[src/rtl/core_pwrup_pkg.sv]
package core_pwrup_pkg;

   localparam int CTRL_W = 8;

   // control word bit positions (decoded by the power switch fabric)
   localparam int B_LOGIC_CLAMP = 0;
   localparam int B_MEM_CLAMP   = 1;
   localparam int B_L1_RST_DIS  = 2;
   localparam int B_MEM_HS      = 3;
   localparam int B_CORE_RST    = 4;
   localparam int B_POR_RST     = 5;
   localparam int B_CLK_GATE    = 6;
   localparam int B_PWRD_UP     = 7;

   typedef enum logic [2:0] {
      ST_IDLE       = 3'd0,
      ST_GATE       = 3'd1,
      ST_MEM_WAIT   = 3'd2,
      ST_MEM_HS     = 3'd3,
      ST_HS_WAIT    = 3'd4,
      ST_CLAMP_WAIT = 3'd5,
      ST_PWRD       = 3'd6
   } pwrup_state_e;

endpackage

[src/rtl/pwrup_wait_timer.sv]
module pwrup_wait_timer #(
   parameter int WAIT_CYC = 100
) (
   input  logic clk,
   input  logic rst_n,
   input  logic load,
   input  logic run,
   output logic expired
);

   localparam int CNT_W = (WAIT_CYC > 1) ? $clog2(WAIT_CYC) : 1;

   generate
      if (WAIT_CYC < 1) begin : g_bad
         $error("pwrup_wait_timer: WAIT_CYC must be at least 1");
      end

      if (WAIT_CYC == 1) begin : g_single
         // a one-cycle wait needs no storage
         assign expired = 1'b1;
      end else begin : g_count
         localparam logic [CNT_W-1:0] LOAD_VAL = CNT_W'(WAIT_CYC - 1);
         logic [CNT_W-1:0] cnt_q;

         always_ff @(posedge clk or negedge rst_n) begin
            if (!rst_n) begin
               cnt_q <= '0;
            end else if (load) begin
               cnt_q <= LOAD_VAL;
            end else if (run && (cnt_q != '0)) begin
               cnt_q <= cnt_q - 1'b1;
            end
         end

         assign expired = (cnt_q == '0);
      end
   endgenerate

endmodule

[src/rtl/pwrup_step_fsm.sv]
module pwrup_step_fsm
   import core_pwrup_pkg::*;
#(
   parameter int GATE_W       = 32,
   parameter int HS_COUNT     = 16,
   parameter int HS_COUNT_LSB = 24
) (
   input  logic              clk,
   input  logic              rst_n,
   input  logic              start,
   input  logic              wait_expired,
   output logic              wait_load,
   output logic              wait_run,
   output logic [CTRL_W-1:0] core_ctrl,
   output logic [GATE_W-1:0] gate_ctrl,
   output logic              busy,
   output logic              done
);

   localparam int HS_CNT_W = GATE_W - HS_COUNT_LSB;
   localparam logic [GATE_W-1:0] GATE_ON =
      (GATE_W'(HS_COUNT) << HS_COUNT_LSB) | GATE_W'(1);

   localparam logic [CTRL_W-1:0] CTRL_INIT =
      (CTRL_W'(1) << B_LOGIC_CLAMP) | (CTRL_W'(1) << B_MEM_CLAMP) |
      (CTRL_W'(1) << B_CORE_RST)    | (CTRL_W'(1) << B_POR_RST);

   generate
      if (HS_COUNT_LSB < 1 || HS_COUNT_LSB >= GATE_W) begin : g_bad_lsb
         $error("pwrup_step_fsm: HS_COUNT_LSB out of range");
      end
      if (HS_COUNT >= (1 << HS_CNT_W)) begin : g_bad_cnt
         $error("pwrup_step_fsm: HS_COUNT does not fit its field");
      end
   endgenerate

   pwrup_state_e      st_q, st_d;
   logic [CTRL_W-1:0] ctrl_q, ctrl_d;
   logic [GATE_W-1:0] gate_q, gate_d;
   logic              done_q, done_d;

   always_comb begin
      st_d      = st_q;
      ctrl_d    = ctrl_q;
      gate_d    = gate_q;
      done_d    = 1'b0;
      wait_load = 1'b0;
      wait_run  = 1'b0;
      unique case (st_q)
         ST_IDLE: begin
            if (start) begin
               ctrl_d = CTRL_INIT;
               gate_d = '0;
               st_d   = ST_GATE;
            end
         end
         ST_GATE: begin
            gate_d    = GATE_ON;
            wait_load = 1'b1;
            st_d      = ST_MEM_WAIT;
         end
         ST_MEM_WAIT: begin
            wait_run = 1'b1;
            if (wait_expired) begin
               ctrl_d[B_MEM_CLAMP] = 1'b0;
               st_d                = ST_MEM_HS;
            end
         end
         ST_MEM_HS: begin
            ctrl_d[B_MEM_HS] = 1'b1;
            wait_load        = 1'b1;
            st_d             = ST_HS_WAIT;
         end
         ST_HS_WAIT: begin
            wait_run = 1'b1;
            if (wait_expired) begin
               ctrl_d[B_LOGIC_CLAMP] = 1'b0;
               wait_load             = 1'b1;
               st_d                  = ST_CLAMP_WAIT;
            end
         end
         ST_CLAMP_WAIT: begin
            wait_run = 1'b1;
            if (wait_expired) begin
               ctrl_d[B_CORE_RST] = 1'b0;
               ctrl_d[B_POR_RST]  = 1'b0;
               st_d               = ST_PWRD;
            end
         end
         ST_PWRD: begin
            ctrl_d[B_PWRD_UP] = 1'b1;
            done_d            = 1'b1;
            st_d              = ST_IDLE;
         end
         default: st_d = ST_IDLE;
      endcase
   end

   always_ff @(posedge clk or negedge rst_n) begin
      if (!rst_n) begin
         st_q   <= ST_IDLE;
         ctrl_q <= '0;
         gate_q <= '0;
         done_q <= 1'b0;
      end else begin
         st_q   <= st_d;
         ctrl_q <= ctrl_d;
         gate_q <= gate_d;
         done_q <= done_d;
      end
   end

   assign core_ctrl = ctrl_q;
   assign gate_ctrl = gate_q;
   assign busy      = (st_q != ST_IDLE);
   assign done      = done_q;

endmodule

[src/rtl/core_pwrup_seq.sv]
module core_pwrup_seq
   import core_pwrup_pkg::*;
#(
   parameter int CYCLES_PER_US = 50,
   parameter int WAIT_US       = 2,
   parameter int GATE_W        = 32,
   parameter int HS_COUNT      = 16,
   parameter int HS_COUNT_LSB  = 24
) (
   input  logic              clk,
   input  logic              rst_n,
   input  logic              start,
   output logic [CTRL_W-1:0] core_ctrl,
   output logic [GATE_W-1:0] gate_ctrl,
   output logic              busy,
   output logic              done
);

   localparam int WAIT_CYC = WAIT_US * CYCLES_PER_US;

   generate
      if (CYCLES_PER_US < 1 || WAIT_US < 1) begin : g_bad_wait
         $error("core_pwrup_seq: wait parameters must be positive");
      end
   endgenerate

   logic wait_load;
   logic wait_run;
   logic wait_expired;

   pwrup_wait_timer #(
      .WAIT_CYC (WAIT_CYC)
   ) u_timer (
      .clk     (clk),
      .rst_n   (rst_n),
      .load    (wait_load),
      .run     (wait_run),
      .expired (wait_expired)
   );

   pwrup_step_fsm #(
      .GATE_W       (GATE_W),
      .HS_COUNT     (HS_COUNT),
      .HS_COUNT_LSB (HS_COUNT_LSB)
   ) u_fsm (
      .clk          (clk),
      .rst_n        (rst_n),
      .start        (start),
      .wait_expired (wait_expired),
      .wait_load    (wait_load),
      .wait_run     (wait_run),
      .core_ctrl    (core_ctrl),
      .gate_ctrl    (gate_ctrl),
      .busy         (busy),
      .done         (done)
   );

endmodule

[config.mk]
export PLATFORM = sky130hd
export DESIGN_NAME = core_pwrup_seq
export DESIGN_NICKNAME = d
export VERILOG_FILES = /design/src/rtl/core_pwrup_pkg.sv /design/src/rtl/pwrup_wait_timer.sv /design/src/rtl/pwrup_step_fsm.sv /design/src/rtl/core_pwrup_seq.sv
export SDC_FILE = /design/constraint.sdc
export NUM_CORES = 1
export LEC_CHECK = 0
export BUFFER_PORTS_ARGS = -buffer_cell sky130_fd_sc_hd__buf_2
export CORE_MARGIN = 1
export CORE_UTILIZATION = 45
export DETAILED_ROUTE_END_ITERATION = 6
export GPL_TIMING_DRIVEN = 0
export PLACE_DENSITY = 0.82
export SLEW_MARGIN = 20
export SYNTH_ARGS = -nofsm -noshare
export SYNTH_HDL_FRONTEND = slang
export SYNTH_SLANG_ARGS = --single-unit
[constraint.sdc]
create_clock -name clk -period 3.25 [get_ports clk]
set_input_delay 0.4875 -clock clk [delete_from_list [all_inputs] [get_ports clk]]
set_output_delay 0.4875 -clock clk [all_outputs]
set_load 0.01 [all_outputs]
After elaboration in Yosys (flattened, before gate mapping)
Cells that the tools add are included.
{"block": "totals", "regBits": 49, "input_bits": 3, "output_inout_bits": 42, "word_cells": 62}
{"block": "classes", "add_sub_neg": 1, "eq_ne": 10, "n_mux": 21, "n_reduce_logical": 21}
{"cell": "$pmux 32 s2", "n": 1}
{"cell": "$mux 32", "n": 1}
{"cell": "$pmux 3 s6", "n": 1}
{"cell": "$mux 7", "n": 2}
{"cell": "$reduce_bool 2->1", "n": 7}
{"cell": "$mux 3", "n": 4}
{"cell": "$pmux 1 s2", "n": 5}
{"cell": "$eq 3x3->1 const B", "n": 3}
{"cell": "$reduce_and 3->1", "n": 3}
{"cell": "$mux 8", "n": 1}
{"cell": "$logic_not 7->1", "n": 1}
{"cell": "$reduce_bool 7->1", "n": 1}
{"cell": "$sub 7x1->7 const B", "n": 1}
{"cell": "$eq 3x2->1 const B", "n": 2}
{"cell": "$ne 2x1->1 const B", "n": 3}
{"cell": "$reduce_and 2->1", "n": 3}
{"cell": "$mux 1", "n": 4}
{"cell": "$pmux 2 s2", "n": 1}
{"cell": "$reduce_and 4->1", "n": 1}
{"cell": "$eq 3x1->1 const B", "n": 1}
{"cell": "$logic_not 3->1", "n": 1}
{"cell": "$reduce_bool 3->1", "n": 1}
{"cell": "$reduce_or 3->1", "n": 1}
{"cell": "$mux 2", "n": 1}
{"cell": "3 further kinds", "n": 3}

Depth between registers and ports, before layout
{"block": "logic_depth", "word_depth": 6, "ltp_mapped": 6, "mapped_depth_nobuf": 6}

Cells and area by module
Synthesis repeated with hierarchy kept, for this count alone.
{"block": "unflattened", "hier_cells": 128, "hier_area_um2": 1134.8}
{"module": "pwrup_step_fsm", "instances": 1, "cells_per_inst": 87, "area_per_inst_um2": 748.2, "seq_area_each_um2": 250.2}
{"module": "pwrup_wait_timer", "instances": 1, "cells_per_inst": 41, "area_per_inst_um2": 386.6, "seq_area_each_um2": 175.2}

Worst setup path after synthesis
No wires, ideal clock.
{"block": "synth_timing", "kind": "register to register", "startpoint": "reg u_timer.g_count.cnt_q[0]", "endpoint": "reg u_timer.g_count.cnt_q[3]", "setup_ps": 82, "arrival_time_ps": 1611, "required_ps": 3168, "path_slack_ps": 1557, "path_stages_with_launch": 7, "n_path_buf": 0, "synth_period_minus_slack_ps": 1693, "cell_sequence": "dfrtp_1 > inv_1 > ha_1 > nor4b_4 > nand2_4 > a311o_1 > a31oi_1"}
{"block": "synth_via", "elab_chain_len": 4, "elab_cells_between_ends": 9, "classes_between": "add/sub (1); mux (4); reduce/logical (4)"}
{"element": "start, declared", "line": "pwrup_wait_timer.sv:23", "source": "logic [CNT_W-1:0] cnt_q;"}
{"element": "start signal, assigned", "line": "pwrup_wait_timer.sv:31", "source": "cnt_q <= cnt_q - 1'b1;"}
{"element": "parallel branches: the longest is 4 deep, another holds $sub 7x1->7"}
Parallel ways; which one is timed is not known. The select of a mux whose other input is x is not followed.
A chain may end at the register's enable or synchronous reset.

Worst setup path in the final report
Same ends and word-level chain as after synthesis.

==> results by group <==
Floorplanning
  – Vertical extent of the die: 54.6 microns
  – Initial Utilization: 0.489
  – Row count: 18
  – DIE WIDTH: 54.6 microns
  – Io pins: 45
  – Area of the core region: 2540 sq um
  – Die footprint: 2980 sq um

Clocking
  – Insertion delay of the later-clocked pin in the worst-skew pair: 300 ps
  – Hold-fix buffers, CTS: 0
  – Root cell of the clock tree: sky130_fd_sc_hd__clkbuf_4
  – Post-CTS setup buffer count: 0
  – Clock-pin slew reported for the worst setup and hold paths after clock tree synthesis: 100 ps
  – Number of buffers created by CTS: 3
  – Post-CTS Resized: 0
  – Clock tree from TritonCTS: done
  – Number of sinks handled by clock tree synthesis: 17
  – Buffers from clock root to sink, at most: 2
  – H-tree levels: 1

Placed design
  – Gpl congestion: between 0.9 and 1
  – Port-buffer cells: 12
  – Post-DP HPWL: roughly 1.9 mm
  – Post-Place Cell Area: 1460 sq um
  – Post-place setup slack: 1360 ps

Yosys
  – Asr flop ratio synth: 1.00
  – Flip-flop and latch count after synthesis: 17
  – Synthesis warning total: 0
  – Synthesized cell area: approximately 1200 sq um
  – Post-synthesis instance total: roughly 140
  – Post-synth EDFFs: 0
  – Count of different cell masters after synthesis: 39
  – Share of the yosys chip area belonging to registers: 0.342
  – Most frequently used flop master after synthesis: sky130_fd_sc_hd__dfrtp_1
  – Synthesized area per cell: around 8.8 sq um

Global route
  – Number of antenna violations at the first check in global routing: 0
  – Largest net degree at the start of global routing: 18
  – Global-route wire length before repair: 3.82 mm
  – Vias in the first global route: 857
  – Total global routing track utilization: 0.180
  – Overflow after GRT: 0

Timing
  – Min Hold Slack: 86.0 ps
  – Worst slew pin tran: 509 ps
  – Max frequency: 510 MHz
  – Total count of hold-check failures in the final report: 0
  – Max-slew violation count: 0
  – RSZ-0062 raised after global routing: false
  – Minimum clock period after layout: 1960 ps
  – Worst-case clock skew: 6.49 ps
  – Post-layout worst setup margin: 1290 ps
  – Share of the clock period used by the worst path: 0.604
  – Setup TNS: 0 ps
  – Final setup violating endpoints: 0
  – Slew HR: 0.659

Final layout
  – Post-route cell area: 1490 sq um
  – Filler Cells Inserted: around 250
  – Number of nets in the layout: slightly below 200
  – Leading cell types in the layout, fill and taps excluded: sky130_fd_sc_hd__buf_4 (34), sky130_fd_sc_hd__conb_1 (32), sky130_fd_sc_hd__dfrtp_1 (17)
  – Most common library cell in the layout ignoring fill and taps: sky130_fd_sc_hd__buf_4
  – Area Growth Syn to Fin: 19.3%
  – Fraction of final layout cells with drive strength greater than 1: 0.323
  – Antenna Diode Count: 0

Setup path
  – Sort of element at the end of the critical path: flop
  – Setup Crit Path Kind: flop to flop
  – Crit-path max FO: 6
  – Required time of the critical path: 3470 ps
  – Type of element launching the critical path: flop
  – Worst EP arrival: 2180 ps

Worst hold path
  – Worst min-delay path class: primary input to asynchronous set/reset pin

Job
  – Max-Cap Viols: 0

Routing
  – Vias: 1035
  – Total wire length after detailed routing: 2.42 mm
  – Avg WL per Cell: 11.1 microns
  – DRC viols: 0
  – First-pass iteration count of the detailed router: 4
  – Number of nets with antenna violations after detailed routing: 0
  – Via-to-Cell Ratio: 4.73
  – DRT iter0 DRCs: 15

Power
  – Worst vdd ir: 205 uV
  – LEAKAGE: 0.773 nW
  – Power per cell area: 256 nW/um^2

Run status
  – Status: finished clean
final timing paths:
path                                                       from                                    to  slack, ps  depth (start not counted)
min reg2reg                      u_fsm.gate_ctrl[0]$_DFFE_PN0P_        u_fsm.gate_ctrl[0]$_DFFE_PN0P_        530                          1
min                                                       rst_n  u_timer.g_count.cnt_q[6]$_DFFE_PN0P_         90                          1
max reg2reg                u_timer.g_count.cnt_q[0]$_DFFE_PN0P_  u_timer.g_count.cnt_q[3]$_DFFE_PN0P_       1290                          6
max in group asynchronous                                 rst_n             u_fsm.st_q[2]$_DFFE_PN0P_       2890                          1
max                        u_timer.g_count.cnt_q[0]$_DFFE_PN0P_  u_timer.g_count.cnt_q[3]$_DFFE_PN0P_       1290                          6
min in group clk                 u_fsm.gate_ctrl[0]$_DFFE_PN0P_        u_fsm.gate_ctrl[0]$_DFFE_PN0P_        530                          1
synthesized netlist by cell type (2+ instances only):
cell type / count / area [sq um]
sky130_fd_sc_hd__buf_4: 34 / 255
sky130_fd_sc_hd__dfrtp_1: 17 / 425
sky130_fd_sc_hd__nor2_1: 14 / 52.6
sky130_fd_sc_hd__a21oi_1: 10 / 50.1
sky130_fd_sc_hd__nand2_1: 10 / 37.5
sky130_fd_sc_hd__o21ai_1: 6 / 30.0
sky130_fd_sc_hd__nand2b_1: 4 / 25.0
sky130_fd_sc_hd__a32oi_1: 3 / 26.3
sky130_fd_sc_hd__inv_1: 3 / 11.3
sky130_fd_sc_hd__nand3_1: 3 / 15.0
sky130_fd_sc_hd__a311o_1: 2 / 20.0
sky130_fd_sc_hd__buf_6: 2 / 22.5
sky130_fd_sc_hd__clkbuf_1: 2 / 7.51
sky130_fd_sc_hd__inv_2: 2 / 7.51
sky130_fd_sc_hd__nor2_2: 2 / 12.5
sky130_fd_sc_hd__nor3_1: 2 / 10.0
sky130_fd_sc_hd__o211ai_1: 2 / 15.0
sky130_fd_sc_hd__o21ai_0: 2 / 10.0
sky130_fd_sc_hd__o31ai_1: 2 / 15.0
worst max-delay path: stages, from the launching register on:
cell                      delay, ps
sky130_fd_sc_hd__dfrtp_1        420
sky130_fd_sc_hd__inv_1           70
sky130_fd_sc_hd__ha_1           240
sky130_fd_sc_hd__nor4b_4        480
sky130_fd_sc_hd__nand2_4        130
sky130_fd_sc_hd__a311o_1        370
sky130_fd_sc_hd__a31oi_1        180
cell families (layout without fill, tap and decap cells):
| logic type | after synthesis | after routing | share of synthesized area |
|---|---|---|---|
| buffers and inverters | 43 | 59 | 0.244 |
| other | 1 | 32 | 0.00301 |
| AOI/OAI and AO/OA | 34 | 34 | 0.191 |
| DFF | 17 | 17 | 0.342 |
| muxes | 1 | 1 | 0.00804 |
| xor gates and xnor gates | 1 | 1 | 0.00704 |
| and+or+nand+nor | 44 | 44 | 0.195 |
| adders and majority gates | 1 | 1 | 0.0100 |
routing by layer:
metal	part of all wire	wire, microns	global-route usage
met5	0	0	0
met4	0.022	53	0.103
met3	0.057	138	0.0167
met2	0.48	1160	0.299
met1	0.44	1070	0.225
report_power, final:
part | internal [W] | switching, W
Combinational | 0.0000260 | 0.0000271
Clock | 0.0000478 | 0.0000683
Sequential | 0.000211 | 0
cell type report:
cell class | instances | area, sq um | area share
multi-input combinational | 113 | 632 | 0.425
sequential | 17 | 425 | 0.286
buffer | 38 | 285 | 0.192
timing repair buffer | 12 | 60.1 | 0.0404
tap | 30 | 37.5 | 0.0253
clock buffer | 4 | 26.3 | 0.0177
inverter | 5 | 18.8 | 0.0126
stage by stage:
step	cells	power [W]	util
after floorplan	173	0.000261	-
after global placement	215	0.000267	0.573
after detailed placement	215	0.000267	0.573
after CTS	219	0.000382	0.584
after global routing	219	0.000398	0.584
final	219	0.000380	0.584
registers in the layout (all words and copies together) (netlist names):
register / count
u_fsm.core_ctrl: 5
u_fsm.done: 1
u_fsm.gate_ctrl: 1
u_fsm.st_q: 3
u_timer.g_count.cnt_q: 7
Note: power is estimated with default switching activity, not from simulation.
